$ cat config.mk
export PLATFORM = sky130hd
export DESIGN_NAME = phy_reg_bridge
export DESIGN_NICKNAME = d
export VERILOG_FILES = /design/src/rtl/phy_bridge_pkg.sv /design/src/rtl/pb_bus_slave.sv /design/src/rtl/pb_xfer_fsm.sv /design/src/rtl/pb_cmd_reg.sv /design/src/rtl/phy_reg_bridge.sv
export SDC_FILE = /design/constraint.sdc
export NUM_CORES = 1
export LEC_CHECK = 0
export ABC_CLOCK_PERIOD_IN_PS = 2800
export BUFFER_PORTS_ARGS = -buffer_cell sky130_fd_sc_hd__buf_4
export CORE_MARGIN = 3
export CORE_UTILIZATION = 53
export DETAILED_ROUTE_END_ITERATION = 7
export GPL_TIMING_DRIVEN = 0
export PLACE_DENSITY = 0.85
export RECOVER_POWER = 100
export SYNTH_ARGS = -nofsm -noshare
export SYNTH_HDL_FRONTEND = slang
export SYNTH_SLANG_ARGS = --single-unit
$ cat constraint.sdc
create_clock -name clk -period 2.8 [get_ports clk]
set_input_delay 0.28 -clock clk [delete_from_list [all_inputs] [get_ports clk]]
set_output_delay 0.28 -clock clk [all_outputs]
set_load 0.05 [all_outputs]
$ cat src/rtl/phy_bridge_pkg.sv
package phy_bridge_pkg;
  // Command word layout; software and the PHY handshake depend on these.
  localparam int WDATA_LSB = 0;
  localparam int ADDR_LSB  = 8;
  localparam int WREQ_BIT  = 14;
  localparam int RREQ_BIT  = 15;
  localparam int RDATA_LSB = 16;
  localparam int ERR_BIT   = 30;
  localparam int DONE_BIT  = 31;
  localparam int MAX_ADDR_W = WREQ_BIT - ADDR_LSB;

  typedef enum logic {XF_IDLE, XF_RUN} xfer_state_e;
endpackage

$ cat src/rtl/pb_bus_slave.sv
module pb_bus_slave #(
  parameter int REG_AW     = 4,
  parameter int CMD_OFFSET = 0
) (
  input  logic              clk,
  input  logic              rst,
  input  logic              sel,
  input  logic              wr,
  input  logic              rd,
  input  logic [REG_AW-1:0] addr,
  input  logic [31:0]       reg_word,
  output logic              wr_hit,
  output logic [31:0]       rdata
);
  localparam logic [REG_AW-1:0] OFS = REG_AW'(CMD_OFFSET);

  logic hit;
  assign hit    = sel && (addr == OFS);
  assign wr_hit = hit && wr;

  always_ff @(posedge clk) begin
    if (rst) begin
      rdata <= '0;
    end else if (sel && rd) begin
      rdata <= hit ? reg_word : '0;
    end
  end
endmodule

$ cat src/rtl/pb_xfer_fsm.sv
module pb_xfer_fsm
  import phy_bridge_pkg::*;
#(
  parameter int ADDR_W      = 4,
  parameter int XFER_CYCLES = 4
) (
  input  logic              clk,
  input  logic              rst,
  input  logic              start,
  input  logic              start_we,
  input  logic [ADDR_W-1:0] start_addr,
  input  logic [7:0]        start_wdata,
  output logic              phy_req,
  output logic              phy_we,
  output logic [ADDR_W-1:0] phy_addr,
  output logic [7:0]        phy_wdata,
  output logic              phy_commit
);
  localparam int CNT_W = (XFER_CYCLES > 1) ? $clog2(XFER_CYCLES) : 1;
  localparam logic [CNT_W-1:0] LAST = CNT_W'(XFER_CYCLES - 1);

  xfer_state_e      state_q;
  logic [CNT_W-1:0] cnt_q;

  always_ff @(posedge clk) begin
    if (rst) begin
      state_q   <= XF_IDLE;
      cnt_q     <= '0;
      phy_we    <= 1'b0;
      phy_addr  <= '0;
      phy_wdata <= '0;
    end else begin
      case (state_q)
        XF_IDLE: begin
          if (start) begin
            state_q   <= XF_RUN;
            cnt_q     <= '0;
            phy_we    <= start_we;
            phy_addr  <= start_addr;
            phy_wdata <= start_wdata;
          end
        end
        default: begin
          if (cnt_q == LAST) begin
            state_q <= XF_IDLE;
            cnt_q   <= '0;
          end else begin
            cnt_q <= cnt_q + 1'b1;
          end
        end
      endcase
    end
  end

  assign phy_req    = (state_q == XF_RUN);
  assign phy_commit = (state_q == XF_RUN) && (cnt_q == LAST);
endmodule

$ cat src/rtl/pb_cmd_reg.sv
module pb_cmd_reg
  import phy_bridge_pkg::*;
#(
  parameter int ADDR_W = 4
) (
  input  logic              clk,
  input  logic              rst,
  input  logic              wr_hit,
  input  logic [31:0]       wdata,
  input  logic              busy,
  input  logic              commit,
  input  logic [7:0]        phy_rdata,
  output logic [31:0]       reg_word,
  output logic              start,
  output logic              start_we,
  output logic [ADDR_W-1:0] start_addr,
  output logic [7:0]        start_wdata
);
  logic [7:0]        wd_q;
  logic [ADDR_W-1:0] addr_q;
  logic              wreq_q, rreq_q, err_q, done_q;
  logic [7:0]        rd_q;
  logic              accept, req_w, req_r;

  assign req_w       = wdata[WREQ_BIT];
  assign req_r       = wdata[RREQ_BIT];
  assign accept      = wr_hit && !busy;
  assign start       = accept && (req_w || req_r);
  assign start_we    = req_w;
  assign start_addr  = wdata[ADDR_LSB +: ADDR_W];
  assign start_wdata = wdata[WDATA_LSB +: 8];

  always_ff @(posedge clk) begin
    if (rst) begin
      wd_q   <= '0;
      addr_q <= '0;
      wreq_q <= 1'b0;
      rreq_q <= 1'b0;
      err_q  <= 1'b0;
      done_q <= 1'b0;
      rd_q   <= '0;
    end else if (accept) begin
      wd_q   <= start_wdata;
      addr_q <= start_addr;
      wreq_q <= req_w;
      rreq_q <= req_r && !req_w;
      done_q <= 1'b0;
      if (wdata[ERR_BIT]) err_q <= 1'b0;
    end else begin
      if (wr_hit) err_q <= 1'b1;
      if (commit) begin
        wreq_q <= 1'b0;
        if (rreq_q) begin
          rreq_q <= 1'b0;
          done_q <= 1'b1;
          rd_q   <= phy_rdata;
        end
      end
    end
  end

  always_comb begin
    reg_word                       = '0;
    reg_word[WDATA_LSB +: 8]       = wd_q;
    reg_word[ADDR_LSB +: ADDR_W]   = addr_q;
    reg_word[WREQ_BIT]             = wreq_q;
    reg_word[RREQ_BIT]             = rreq_q;
    reg_word[RDATA_LSB +: 8]       = rd_q;
    reg_word[ERR_BIT]              = err_q;
    reg_word[DONE_BIT]             = done_q;
  end

  // Reserved write bits carry no meaning.
  logic unused_hi;
  assign unused_hi = ^{wdata[DONE_BIT], wdata[ERR_BIT-1:RDATA_LSB]};
  generate
    if (ADDR_W < MAX_ADDR_W) begin : g_pad
      logic unused_pad;
      assign unused_pad = ^wdata[WREQ_BIT-1:ADDR_LSB+ADDR_W];
    end
  endgenerate
endmodule

$ cat src/rtl/phy_reg_bridge.sv
module phy_reg_bridge #(
  parameter int ADDR_W      = 4,
  parameter int REG_AW      = 4,
  parameter int CMD_OFFSET  = 0,
  parameter int XFER_CYCLES = 4
) (
  input  logic              clk,
  input  logic              rst,
  input  logic              bus_sel,
  input  logic              bus_wr,
  input  logic              bus_rd,
  input  logic [REG_AW-1:0] bus_addr,
  input  logic [31:0]       bus_wdata,
  output logic [31:0]       bus_rdata,
  output logic              phy_req,
  output logic              phy_we,
  output logic [ADDR_W-1:0] phy_addr,
  output logic [7:0]        phy_wdata,
  input  logic [7:0]        phy_rdata,
  output logic              phy_commit
);
  logic              wr_hit;
  logic [31:0]       reg_word;
  logic              start, start_we;
  logic [ADDR_W-1:0] start_addr;
  logic [7:0]        start_wdata;

  pb_bus_slave #(.REG_AW(REG_AW), .CMD_OFFSET(CMD_OFFSET)) u_bus (
    .clk(clk), .rst(rst), .sel(bus_sel), .wr(bus_wr), .rd(bus_rd),
    .addr(bus_addr), .reg_word(reg_word), .wr_hit(wr_hit), .rdata(bus_rdata)
  );

  pb_cmd_reg #(.ADDR_W(ADDR_W)) u_cmd (
    .clk(clk), .rst(rst), .wr_hit(wr_hit), .wdata(bus_wdata),
    .busy(phy_req), .commit(phy_commit), .phy_rdata(phy_rdata),
    .reg_word(reg_word), .start(start), .start_we(start_we),
    .start_addr(start_addr), .start_wdata(start_wdata)
  );

  pb_xfer_fsm #(.ADDR_W(ADDR_W), .XFER_CYCLES(XFER_CYCLES)) u_fsm (
    .clk(clk), .rst(rst), .start(start), .start_we(start_we),
    .start_addr(start_addr), .start_wdata(start_wdata),
    .phy_req(phy_req), .phy_we(phy_we), .phy_addr(phy_addr),
    .phy_wdata(phy_wdata), .phy_commit(phy_commit)
  );
endmodule

== After elaboration in Yosys (flattened, before gate mapping) ==
Cells that the tools add are included.

* Register bits after elaboration: 72
* Bits in latches: 0
* Bits in writable memories: 0
* Memory bits (read-only): 0
* Input bits: 49
* Memories kept: 0

* Add/subtract/negate cells: 1
* Multipliers: 0
* Divide/modulo/power cells: 0
* $lt $le $gt $ge: 0
* Equality and inequality tests: 2
* Shift-type cells: 0
* Muxes and demuxes: 13
* Bitwise operators: 2
* Reductions and logical operators: 19

{| class="wikitable"
|+ Operators with widths
! cell !! count
|-
| $mux 32 || 1
|-
| $mux 1 || 9
|-
| $logic_and 1x1->1 || 7
|-
| $mux 2 || 3
|-
| $reduce_and 2->1 || 3
|-
| $reduce_bool 2->1 || 3
|-
| $logic_not 4->1 || 1
|-
| $reduce_and 3->1 || 1
|-
| $add 2x1->2 const B || 1
|-
| $eq 2x2->1 const B || 1
|-
| $logic_not 1->1 || 2
|-
| $ne 2x2->1 const B || 1
|-
| $not 1->1 || 2
|-
| $reduce_or 2->1 || 1
|-
| $logic_or 1x1->1 || 1
|}

== Depth between registers and ports, before layout ==
* Depth in word-level cells: 7
* Gate-level depth with buffers: 5

== Hierarchy ==
A second synthesis with hierarchy kept.

* Cells, all modules: 318
* Area, all modules: 3176.8 sq um

{| class="wikitable"
|+ By module, submodules not included
! module !! instances !! cells each !! area an instance (sq um) !! seq. area each (sq um)
|-
| pb_bus_slave || 1 || 112 || 1300.0 || 640.6
|-
| pb_cmd_reg || 1 || 133 || 1136.1 || 480.5
|-
| pb_xfer_fsm || 1 || 73 || 740.7 || 320.3
|}

== Worst setup path before layout ==
Ideal clock, no wire load.

* Kind: flip-flop to flip-flop
* Start: reg u_fsm.state_q (netlist: u_fsm.phy_req)
* End: reg u_fsm.phy_addr[1]
* Library setup time: 0.072 ns
* Data arrival time: 1.792 ns
* Slack: 0.937 ns
* Stages on the path, launching flop included: 5
* Path buffers: 1
* Period minus slack after synthesis: 1.863 ns
* Path through: dfxtp_1 > or4b_1 > buf_4 > nor3_4 > mux2i_1

* Word-level cells in the longest chain between the ends: 4
* Elaborated cells between the ends (all ways): 5
* Classes of those cells: 1 x bitwise; 4 x reduce/logical

{| class="wikitable"
|+ Ends and longest elaborated chain
! what !! RTL line !! source
|-
| start, declared || pb_xfer_fsm.sv:22 || <nowiki>xfer_state_e state_q;</nowiki>
|-
| start signal, assigned || pb_xfer_fsm.sv:27 || <nowiki>state_q <= XF_IDLE;</nowiki>
|-
| start signal, assigned || pb_xfer_fsm.sv:36 || <nowiki>state_q <= XF_RUN;</nowiki>
|-
| start signal, assigned || pb_xfer_fsm.sv:45 || <nowiki>state_q <= XF_IDLE;</nowiki>
|-
| $logic_not 1->1 || pb_cmd_reg.sv:27 || <nowiki>assign accept = wr_hit && !busy;</nowiki>
|-
| $logic_and 1x1->1 || pb_cmd_reg.sv:27 ||
|-
| $logic_and 1x1->1 || pb_cmd_reg.sv:28 || <nowiki>assign start = accept && (req_w || req_r);</nowiki>
|-
| $reduce_and 2->1 (no source line) (*) || - ||
|-
| end signal, assigned || pb_xfer_fsm.sv:39 || <nowiki>phy_addr <= start_addr;</nowiki>
|-
| end, declared || pb_xfer_fsm.sv:15 || <nowiki>output logic [ADDR_W-1:0] phy_addr,</nowiki>
|}

Every way passes the cells marked *; elsewhere a longest branch is shown, timed or not.
A chain may end at the register's enable or synchronous reset.

== Final worst setup path ==
* Start: reg u_fsm.state_q (netlist: u_fsm.phy_req)
* End: reg u_fsm.phy_addr[3]

The elaborated chain is that of the path after synthesis.

==> flow_metrics.py <==
metrics = {
    "run_status": {
        "status": "complete, no violations",
    },
    "grt": {
        "antenna_found_initial": 0,
        "grt_max_degree": 11,
        "grt_pass1_vias": 2316,
        "grt_first_pass_wirelength_um": 11100,
        "gr-total-overflow": 0,
        "grt_use_total_pct": 23.6,
    },
    "clocking": {
        "postCtsSetupRepairBufs": 0,
        "path_clk_slew_ns": 0.06,
        "cts_tree": "done",
        "root_buffer": "clkbuf_8",
        "cts_buffers": 9,
        "htreeDepth": 3,
        "cts_hold_buf": 0,
        "postCtsResizedCells": 0,
        "cts_sinks": 64,
        "clock_latency_ns": 0.34,
        "clock_path_buffers": 2,
    },
    "worst_setup_path": {
        "cpMaxStageDelayCell": "nor3_2",
        "startpoint": "u_fsm.phy_req",
        "cp.required_ns": 3.07,
        "cp.arrival_ns": 2.38,
        "critPathTopFamily": "simple AND/OR/NAND/NOR gates",
        "r2r_setup_slack_ns": 0.69,
        "timing_worst_setup_path_type": "reg2reg",
        "r2r-start": "u_fsm.phy_req",
        "start_kind": "register",
        "r2r-end": "u_fsm.phy_addr[3]",
        "max_stage_delay_ns": 0.72,
        "critPathCaptureType": "register",
        "worstPathMaxFanout": 9,
        "path_buf_inv": 1,
        "path_cells": "or4b_1, clkbuf_1, nor3_2, mux2i_1",
        "rr_worst_depth": 4,
    },
    "sta": {
        "fmax_mhz": 474,
        "rsz0062_at_grt": "false",
        "fin_skew_ns": 0.00456,
        "setup_viol": 0,
        "period_needed_ns": 2.11,
        "finalHoldViolCount": 0,
        "slew_headroom_pct": 44.6,
        "drv_slew": 0,
        "worstMarginPinSlew_ns": 0.826,
        "tns_ns": 0,
        "period_share_pct": 75.4,
    },
    "die": {
        "die_height_um": 76.4,
        "core_area_mm2": 0.00456,
        "ios": 96,
        "die_w_um": 76.4,
        "initial_core_util_pct": 57.5,
        "rows": 24,
        "dieArea_mm2": 0.00583,
    },
    "min_path": {
        "holdPathStages": 3,
        "hold_class": "in2reg",
        "hp-start": "phy_rdata[0]",
        "holdPathEnd": "u_cmd.rd_q[0]",
    },
    "power": {
        "combPwrFrac_pct": 8.8,
        "p_int_uw": 1340,
        "ir_drop_mv": 0.284,
        "pwr-share-clk_pct": 39.4,
        "power_per_cell_area_mw_per_mm2": 541,
        "power.switching_uw": 431,
        "seqPwrFrac_pct": 51.8,
        "sw_frac_of_total_pct": 24.4,
        "leakage_uw": 0.00112,
    },
    "logic_synthesis": {
        "yosysUniqueCellTypes": 34,
        "ys_seq_area_share_pct": 48.8,
        "syn_area_per_cell_um2": 8.55,
        "ys_ff_latch": 64,
        "syn-cell-area_mm2": 0.00262,
        "yosysWarnings": 0,
        "postSynthCellCount": 307,
    },
    "placed_design": {
        "place_hpwl_um": 4790,
        "gp_congestion": 0.790,
        "portBuffers": 70,
    },
    "job": {
        "maxCapViolCount": 0,
    },
    "drt": {
        "vias": 2563,
        "wl_per_cell_um": 14.5,
        "drtIter0Drc": 222,
        "first_pass_iters": 5,
        "ant_nets": 0,
        "routed_wl_um": 6750,
        "viasPerCell": 5.52,
        "drc": 0,
    },
    "cells_and_area": {
        "post_route_cells_drive_above_1_share_pct": 12.8,
        "nNetsFinal": 445,
        "num_antenna_cells": 0,
        "multi_input_area_mm2": 0.00118,
        "area_growth_pct": 24.3,
        "fillCellCount": 431,
        "seqCellArea_mm2": 0.00128,
        "utilization_pct": 71.5,
    },
}
==> cell usage after synthesis <==
cell type / instances / share of area, %
a21oi_1: 49 / 9.3
and2_1: 1 / 0.24
and3_1: 1 / 0.24
and4b_1: 1 / 0.38
buf_2: 1 / 0.19
buf_4: 9 / 2.6
clkbuf_1: 25 / 3.6
conb_1: 1 / 0.14
dfxtp_1: 64 / 49
ha_1: 1 / 0.48
inv_1: 3 / 0.43
mux2i_1: 12 / 4.6
nand2_1: 43 / 6.2
nand2b_1: 25 / 6.0
nand3_1: 14 / 2.7
nand3b_1: 1 / 0.29
nand4_1: 25 / 6.0
nand4b_1: 1 / 0.33
nor2_1: 3 / 0.43
nor2b_1: 1 / 0.24
nor3_4: 1 / 0.62
nor3b_1: 1 / 0.29
nor4b_1: 1 / 0.33
o211ai_1: 2 / 0.57
o21ai_0: 9 / 1.7
o21ai_1: 3 / 0.57
o22ai_1: 1 / 0.24
o31ai_1: 1 / 0.29
o32ai_1: 1 / 0.33
o41ai_1: 2 / 0.67
or3b_1: 1 / 0.33
or3b_2: 1 / 0.33
or4_1: 1 / 0.29
or4b_1: 1 / 0.38
==> through the flow <==
| step | area, µm² | hold WS [ns] | worst slack, ns | std cells | total power, µW |
|---|---|---|---|---|---|
| after floorplan | 2650 | 0.416 | 0.937 | 314 | 1030 |
| after global placement | 3260 | 0.440 | 0.884 | 449 | 1090 |
| after detailed placement | 3260 | 0.446 | 0.865 | 449 | 1090 |
| after CTS | 3420 | 0.180 | 0.857 | 464 | 1770 |
| after global routing | 3260 | 0.183 | 0.538 | 464 | 1820 |
| final | 3260 | 0.184 | 0.688 | 464 | 1770 |
==> cells in the final DEF, fill, tap and decap left out <==
| master | count |
|---|---|
| or4_1 | 1 |
| nand3_1 | 14 |
| dfxtp_1 | 64 |
| o41ai_1 | 2 |
| conb_1 | 8 |
| o21ai_0 | 9 |
| or4b_1 | 1 |
| clkbuf_8 | 11 |
| nor2_1 | 3 |
| nand4b_1 | 1 |
| nor3b_1 | 1 |
| clkbuf_4 | 1 |
| and4b_1 | 1 |
| or3b_1 | 1 |
| buf_4 | 37 |
| nor3_2 | 1 |
| nor2b_1 | 1 |
| and2_1 | 1 |
| o22ai_1 | 1 |
| and3_1 | 1 |
| ha_1 | 1 |
| o32ai_1 | 1 |
| o31ai_1 | 1 |
| inv_1 | 3 |
| a21oi_1 | 49 |
| nand2b_1 | 25 |
| o211ai_1 | 2 |
| nand4_1 | 25 |
| or3b_2 | 1 |
| clkbuf_1 | 71 |
| nand3b_1 | 1 |
| o21ai_1 | 3 |
| mux2i_1 | 12 |
| nand2_1 | 43 |
| nor4b_1 | 1 |
==> power by group through the flow <==
stage / registers [µW] / clock network (µW) / logic, µW
global placement: 935 / 0 / 155
finish: 915 / 695 / 156
global route: 914 / 738 / 168
CTS: 915 / 701 / 157
detailed placement: 935 / 0 / 156
floorplan: 939 / 0 / 90.3
==> flip-flops by register name, summed over array words and instances (netlist names) <==
| name | flops |
|---|---|
| u_bus.rdata | 24 |
| u_cmd.rd_q | 8 |
| u_cmd.wd_q | 8 |
| u_fsm.phy_wdata | 8 |
| u_cmd.addr_q | 4 |
| u_fsm.phy_addr | 4 |
| u_fsm.cnt_q | 2 |
| u_cmd.done_q | 1 |
| u_cmd.err_q | 1 |
| u_cmd.rreq_q | 1 |
| u_cmd.wreq_q | 1 |
| u_fsm.phy_req | 1 |
| u_fsm.phy_we | 1 |
==> metal layers <==
metal  GRT usage, %  wire length (µm)  vias up
met5              0                 0        -
met4           12.3               163        0
li1               -                 -     1234
met1           29.2              2790     1199
met3           6.26               538       17
met2           37.5              3250      113
==> layout make-up <==
type                       instances  area share (%)
sequential                        64            39.3
multi-input combinational        212            36.3
timing repair buffer              70            11.5
clock buffer                      15            5.10
buffer                            35            4.95
tap                               65            2.49
inverter                           3           0.345
==> cell families (layout without fill, tap and decap cells) <==
logic type	count (synthesis)	in the layout	synth area share (%)
DFF	64	64	48.8
and+or+nand+nor	123	123	25.5
adders and majority gates	1	1	0.477
muxes	12	12	4.58
AOI/OAI and AO/OA	68	68	13.7
buffers and inverters	38	123	6.77
other	1	8	0.143
==> how the worst max path moves through the flow <==
stage,to,slack [ns],depth (start not counted)
after floorplan,u_fsm.phy_addr[1],0.94,4
after global placement,u_cmd.addr_q[1],0.88,6
after detailed placement,u_cmd.addr_q[1],0.87,6
after CTS,u_cmd.addr_q[1],0.86,5
after global routing,u_fsm.phy_wdata[1],0.54,4
final,u_fsm.phy_addr[3],0.69,4
==> tightest hold or removal path, stage by stage <==
cell,delay (ns)
buf_4,0.11
nand2_1,0.05
a21oi_1,0.05
No activity file was read; power rests on OpenSTA's default activity.
